## src/rtl/dbg_pkg.sv

```systemverilog
// Package dbg_pkg: types shared by the debug-mode controller.
// Assumes nothing beyond the users of dbg_evt_t agreeing on its fields.
package dbg_pkg;

    // Events for one cycle, decoded by the top and used by the mode register.
    typedef struct packed {
        logic rst;   // some reset source is active
        logic set;   // some entry event
        logic clr;   // host clear
    } dbg_evt_t;

endpackage

```

## src/rtl/dbg_sync.sv

```systemverilog
// Module dbg_sync: multi-flop synchronizer for one asynchronous level.
// It assumes the input is a slowly changing level.
// The flops have no reset, so they still track the pin while the block is held in reset.
module dbg_sync #(
    parameter int STAGES = 2
) (
    input  logic clk,
    input  logic d_async,
    output logic q_sync
);
    logic [STAGES-1:0] chain;

    // Shift the pin through the synchronizer chain.
    always_ff @(posedge clk) begin
        chain <= {chain[STAGES-2:0], d_async};
    end

    assign q_sync = chain[STAGES-1];
endmodule

```

## src/rtl/dbg_mode_fsm.sv

```systemverilog
// Module dbg_mode_fsm: holds the debug-mode state and the reset-release tracker.
// Priority is reset first, then entry, then clear.
// A release event occurs in the first cycle with no reset after a reset was seen.
module dbg_mode_fsm
    import dbg_pkg::*;
(
    input  logic     clk,
    input  logic     rst_n,
    input  dbg_evt_t evt,
    input  logic     pin_low,
    output logic     release_evt,
    output logic     active
);
    logic rst_hold;
    logic set_all;

    assign release_evt = rst_hold & ~evt.rst;
    assign set_all     = evt.set | (release_evt & pin_low);

    // Remember that a reset was active, so that its release can be seen.
    always_ff @(posedge clk) begin
        if (!rst_n) rst_hold <= 1'b1;
        else        rst_hold <= evt.rst;
    end

    // Mode register with priority reset > entry > clear.
    always_ff @(posedge clk) begin
        if (!rst_n || evt.rst) active <= 1'b0;
        else if (set_all)      active <= 1'b1;
        else if (evt.clr)      active <= 1'b0;
    end
endmodule

```

## src/rtl/dbg_wdt_refresh.sv

```systemverilog
// Module dbg_wdt_refresh: makes the periodic watchdog refresh pulse in debug mode.
// The counter runs only while run=1 and clears otherwise.
// The pulse comes in the cycle the counter reaches DIV-1. Assumes DIV >= 2.
module dbg_wdt_refresh #(
    parameter int DIV = 16
) (
    input  logic clk,
    input  logic rst_n,
    input  logic run,
    output logic pulse
);
    localparam int CW = $clog2(DIV);
    localparam logic [CW-1:0] LAST = CW'(DIV - 1);

    logic [CW-1:0] cnt;

    assign pulse = run & (cnt == LAST);

    // Count run cycles modulo DIV; clear when not running.
    always_ff @(posedge clk) begin
        if (!rst_n || !run) cnt <= '0;
        else if (pulse)     cnt <= '0;
        else                cnt <= cnt + 1'b1;
    end
endmodule

```

## src/rtl/dbg_mode_ctrl.sv

```systemverilog
// Module dbg_mode_ctrl: top of the debug-mode controller.
// Assumes por_evt, bor_evt, rst_pin_n and all core/host inputs are synchronous to clk.
// Only dbg_pin_n is asynchronous and is synchronized here.
module dbg_mode_ctrl
    import dbg_pkg::*;
#(
    parameter int SYNC_STAGES = 2,
    parameter int REFRESH_DIV = 16
) (
    input  logic clk,
    input  logic rst_n,
    input  logic por_evt,
    input  logic bor_evt,
    input  logic rst_pin_n,
    input  logic dbg_pin_n,
    input  logic host_wr,
    input  logic host_wdata,
    input  logic brk_strobe,
    input  logic brk_en,
    input  logic core_halted,
    input  logic core_stopped,
    input  logic wdt_en,
    output logic fetch_stall,
    output logic wdt_refresh,
    output logic halt_exit_req,
    output logic sys_rst_req,
    output logic dbg_active
);
    dbg_evt_t evt;
    logic     pin_s;
    logic     pin_low;
    logic     release_evt;
    logic     active;

    dbg_sync #(.STAGES(SYNC_STAGES)) u_sync (
        .clk     (clk),
        .d_async (dbg_pin_n),
        .q_sync  (pin_s)
    );

    assign pin_low = ~pin_s;

    // Decode this cycle's reset, entry and clear events.
    always_comb begin
        evt.rst = por_evt | bor_evt | ~rst_pin_n;
        evt.set = (host_wr & host_wdata) | (brk_strobe & brk_en);
        evt.clr = host_wr & ~host_wdata;
    end

    dbg_mode_fsm u_fsm (
        .clk         (clk),
        .rst_n       (rst_n),
        .evt         (evt),
        .pin_low     (pin_low),
        .release_evt (release_evt),
        .active      (active)
    );

    dbg_wdt_refresh #(.DIV(REFRESH_DIV)) u_wdt (
        .clk   (clk),
        .rst_n (rst_n),
        .run   (active & wdt_en),
        .pulse (wdt_refresh)
    );

    assign dbg_active    = active;
    assign fetch_stall   = active;
    assign halt_exit_req = active & core_halted;
    assign sys_rst_req   = core_stopped & pin_low;
endmodule

```

## config.mk

```make
export PLATFORM = sky130hd
export DESIGN_NAME = dbg_mode_ctrl
export DESIGN_NICKNAME = d
export VERILOG_FILES = /design/src/rtl/dbg_pkg.sv /design/src/rtl/dbg_sync.sv /design/src/rtl/dbg_mode_fsm.sv /design/src/rtl/dbg_wdt_refresh.sv /design/src/rtl/dbg_mode_ctrl.sv
export SDC_FILE = /design/constraint.sdc
export NUM_CORES = 1
export LEC_CHECK = 0
export BUFFER_PORTS_ARGS = -buffer_cell sky130_fd_sc_hd__clkbuf_2
export CAP_MARGIN = 20
export CELL_PAD_IN_SITES_DETAIL_PLACEMENT = 1
export CELL_PAD_IN_SITES_GLOBAL_PLACEMENT = 2
export CORE_MARGIN = 4
export CORE_UTILIZATION = 22
export DETAILED_ROUTE_END_ITERATION = 16
export GPL_TIMING_DRIVEN = 0
export HOLD_SLACK_MARGIN = 0.08
export PLACE_DENSITY_LB_ADDON = 0.1
export SYNTH_ARGS = -nofsm -noshare
export SYNTH_HDL_FRONTEND = slang
export SYNTH_SLANG_ARGS = --single-unit
```

## constraint.sdc

```tcl
create_clock -name clk -period 1.39 [get_ports clk]
set_input_delay 0.278 -clock clk [delete_from_list [all_inputs] [get_ports clk]]
set_output_delay 0.278 -clock clk [all_outputs]
set_load 0.005 [all_outputs]
```

[After elaboration in Yosys (flattened, before gate mapping)]
Index checks and enable logic that the tools add are counted.
Operators by class
  add/subtract/negate cells: 1
  equality and inequality tests: 1
  muxes and demuxes: 2
  bitwise operators: 17
  reductions and logical operators: 6
Operator list (number)
  $and A1 B1 Y1: 9
  $add A4 B1 Y4 const B: 1
  $eq A4 B4 Y1 const B: 1
  $not A1 Y1: 4
  $or A1 B1 Y1: 4
  $logic_not A1 Y1: 2
  $logic_or A1 B1 Y1: 2
  $mux W1: 2
  $reduce_bool A2 Y1: 1
  $reduce_or A2 Y1: 1
Storage, ports and cells
  flip-flop bits (word level): 8
  input port bits: 13
  output and inout port bits: 5

[Logic depth before layout (Yosys ltp)]
  word-level depth: 7
  mapped depth: 4
  gate-level depth less buffers: 4

[Modules after synthesis]
A second synthesis with hierarchy kept.
Unflattened totals
  cells, all modules: 35
  area total of the unflattened synthesis: 326.6 um^2
Modules (own cells, without submodules)
  dbg_wdt_refresh: times used 1, cells an instance 17, area an instance 156.4 um^2, seq. area each 80.1 um^2
  dbg_mode_fsm: times used 1, cells an instance 8, area an instance 76.3 um^2, seq. area each 40.0 um^2
  dbg_mode_ctrl: times used 1, cells an instance 8, area an instance 53.8 um^2, seq. area each 0.0 um^2
  dbg_sync: times used 1, cells an instance 2, area an instance 40.0 um^2, seq. area each 40.0 um^2

[Least setup slack after synthesis]
Ideal clock, no wire load.
  path kind: reg2out
  start: register u_wdt.cnt[0]
  end: output port wdt_refresh
  arrival: 0.762 ns
  required time: 1.112 ns
  slack: 0.350 ns
  cell stages (with the launch flop): 4
  path through: dfxtp_1 > ha_1 > nand3_1 > nor2_1
On the way
  cells in the longest elaborated chain, start to end: 2
Ends and longest elaborated chain
  from (decl): line dbg_wdt_refresh.sv:15  | logic [CW-1:0] cnt;
  from (signal assigned): line dbg_wdt_refresh.sv:23  | else cnt <= cnt + 1'b1;
  $eq A4 B4 Y1: line dbg_wdt_refresh.sv:17  | assign pulse = run & (cnt == LAST);
  $and A1 B1 Y1: line dbg_wdt_refresh.sv:17
  to (decl): line dbg_mode_ctrl.sv:24  | output logic wdt_refresh,
No other way between the ends.

[Final worst setup path]
Same ends and word-level chain as after synthesis.

==> parameters.txt <==
Parameter                              Value

Floorplanning
  Total Die Area    0.00204 sq mm
  Number of placed I/O pins    18
  Vertical die dimension    45.2 microns
  Placeable core area    0.00130 sq mm
  Number of cell rows    13
  Die X-Extent    45.2 microns
  Initial standard-cell utilization of the core    23.4%

Routing
  First-pass DRT Iterations    1
  Detail Route Antenna Nets    0
  Met2 wire length    395 microns
  Count of vias placed by the detailed router    285
  Routed length per placed instance    10.5 microns
  Uppermost layer routed    met3
  1st-iter DRT viols    0
  Final routed DRC violation total    0
  Vias per std cell    4.25
  Met3 wire length    69 microns
  Detailed-routing wirelength on met1    238 microns
  Final wirelength    703 microns

Status
  Status    completed

Finish
  Synthesis-to-layout area growth    56.4%
  Sequential cell area in the final layout    165 sq um
  Final Cell Area    475 sq um
  Fill cell instance count of the final layout    172
  Post-route core utilization    36.5%
  Number of nets in the final layout    68
  Commonest non-fill, non-tap cell in the layout    clkbuf_2
  Area of combinational cells with multiple inputs    161 sq um
  Number of antenna diodes    0
  Proportion of layout cells with a drive suffix above 1    57.7%
  Top library cells by usage in the layout, fill and taps aside    clkbuf_2 (17), dfxtp_1 (6), nor2_1 (4)

Worst setup path
  Slowest Stage Delay on Critical Path    0.36 ns
  CP Max Fanout    3
  Buf/Inv on CP    1
  Crit Path Category    flop to output port
  Worst path cell trace    ha_4 -> nand3_4 -> nor2_4 -> clkbuf_2
  Critical register-to-register path endpoint    u_wdt.cnt[3]$_SDFF_PP0_
  Critical Path Source Type    flop
  Slowest cell on crit path    dfxtp_4
  Type of element capturing the critical path    output port
  Number of stages on the worst setup path    4
  Data required time of the critical path    1.11 ns
  Delay-heaviest family, CP    flip-flops
  Data arrival time of the critical path    1.01 ns
  Worst r2r path cells    5
  Reg-to-Reg Start    u_wdt.cnt[0]$_SDFF_PP0_
  Reg-to-reg slack, setup    0.44 ns

Yosys
  Share of synthesized area occupied by flip-flops and latches    52.7%
  Library cells used by synthesis    16
  Post-synthesis instance area    304 sq um
  Count of state elements after synthesis    8
  Post-Synthesis Net Count    45
  Ys Warns    0
  Synthesized instance count    31
  Mean cell area of the mapped netlist    9.81 sq um

Clock network
  CTS HTree Levels    1
  Clk slew on worst S/H paths    0.05 ns
  Clock Tree Buf Depth    2
  Number of buffers inserted by hold repair at cts    0
  Cell at the root of the clock tree    clkbuf_4
  Number of buffers created by CTS    3
  Worst skew pair latency    0.24 ns
  Clock tree sinks    8
  Clock tree from TritonCTS    yes

Global route
  Antenna violations before repair    0
  Wire length of the first global-routing pass    1.16 mm
  Global-route usage over all layers    8.31%
  Overall overflow remaining after global route    0
  Pin count of the biggest net entering global routing    7
  Vias in the first global route    303

STA
  Worst setup slack after layout    0.101 ns
  Worst Clk Skew    0.000390 ns
  Max Clk Rate    0.776 GHz
  Final setup violation count    0
  Number of pins with negative max-slew slack in the final report    0
  Total Negative Setup Slacks    0 ns
  Post-layout min period    1.29 ns
  Unrepaired setup endpoints after global routing    false
  Remaining max-slew budget at the tightest pin    88.2%
  Tightest hold margin    0.132 ns
  Tightest Pin Transition    0.177 ns
  Fin crit share    92.7%
  Final Hold Vio Count    0

Hold path
  Min-delay worst type    input pin to flop
  End point of the most critical hold path    u_sync.chain[0]$_DFF_P_
  Hold Path Stages    1
  Hold path startpoint    dbg_pin_n

Placement
  Count of input and output buffers    17
  Global placer's final weighted congestion    0.624
  Worst slack at placement    0.172 ns
  Cell area after placement    408 sq um

Pwr
  Leakage power    0.219 nW
  Peak supply drop    408 uV
  PwrDens    915 mW/mm^2

Run
  Max capacitance violation total    0
-- layout make-up --
type	instances	area share (%)
Clock buffer	3	4.74
Multi-Input combinational cell	20	33.9
Inverter	2	1.58
Timing Repair Buffer	18	19.5
Sequential cell	8	34.7
Buffer	1	1.58
Tap cell	15	3.95
-- cells in the mapped netlist --
| library cell | number | area (sq um) |
|---|---|---|
| inv_1 | 2 | 7.51 |
| xor2_1 | 1 | 8.76 |
| xnor2_1 | 1 | 8.76 |
| nand2_1 | 1 | 3.75 |
| a22oi_1 | 1 | 7.51 |
| nor2_2 | 1 | 6.26 |
| mux2i_1 | 1 | 10.0 |
| ha_1 | 1 | 12.5 |
| nand2b_4 | 1 | 13.8 |
| and2_2 | 1 | 7.51 |
| nor2b_1 | 1 | 6.26 |
| nand3_1 | 4 | 20.0 |
| nor2_1 | 5 | 18.8 |
| buf_4 | 1 | 7.51 |
| a21oi_1 | 1 | 5.00 |
| dfxtp_1 | 8 | 160 |
-- repair_timing --
item                                    in CTS  in global routing
gates resized for setup                      5                  4
endpoints found under the setup margin       1                  1
hold endpoints to repair                     0                  0
buffers inserted                             0                  1
pin swaps                                    0                  0
-- worst max path at each step --
stage	start	end	slack, ns
3_3_place_gp	u_wdt.cnt[0]$_SDFF_PP0_	wdt_refresh	0.22
6_report	u_wdt.cnt[0]$_SDFF_PP0_	wdt_refresh	0.10
2_1_floorplan	u_wdt.cnt[0]$_SDFF_PP0_	wdt_refresh	0.35
5_1_grt	u_wdt.cnt[0]$_SDFF_PP0_	wdt_refresh	0.02
3_5_place_dp	u_wdt.cnt[0]$_SDFF_PP0_	wdt_refresh	0.17
4_1_cts	u_wdt.cnt[1]$_SDFF_PP0_	wdt_refresh	0.03
-- per-layer routing --
metal  GRT usage, %  vias up
met5              0        -
met4           5.26        0
li1               -      142
met1           7.67      131
met2           14.4       12
met3           3.98        0
-- logic make-up (layout without fill, tap and decap cells) --
group / Yosys count / count (layout) / share of synthesized area, %
AOI/OAI and AO/OA: 2 / 2 / 4.11
xor gates and xnor gates: 2 / 2 / 5.76
adders and majority gates: 1 / 1 / 4.11
buffers and inverters: 3 / 24 / 4.94
DFF: 8 / 8 / 52.7
muxes: 1 / 1 / 3.29
and+or+nand+nor: 14 / 14 / 25.1
-- power by group --
part / internal [W] / switching, W
Sequential: 0.000233 / 0.00000253
Clock: 0.0000983 / 0.0000714
Combinational: 0.0000194 / 0.0000106
Total: 0.000350 / 0.0000846
-- stage by stage --
step                      total power, W  instances
after floorplan                 0.000250         31
after global placement          0.000271         63
after detailed placement        0.000273         63
after CTS                       0.000449         66
after global routing            0.000466         67
final                           0.000435         67
-- registers in the layout (all words and copies together) (netlist names) --
name	flops
u_fsm.active	1
u_sync.chain	2
u_fsm.rst_hold	1
u_wdt.cnt	4
Note: power is estimated with default switching activity, not from simulation.
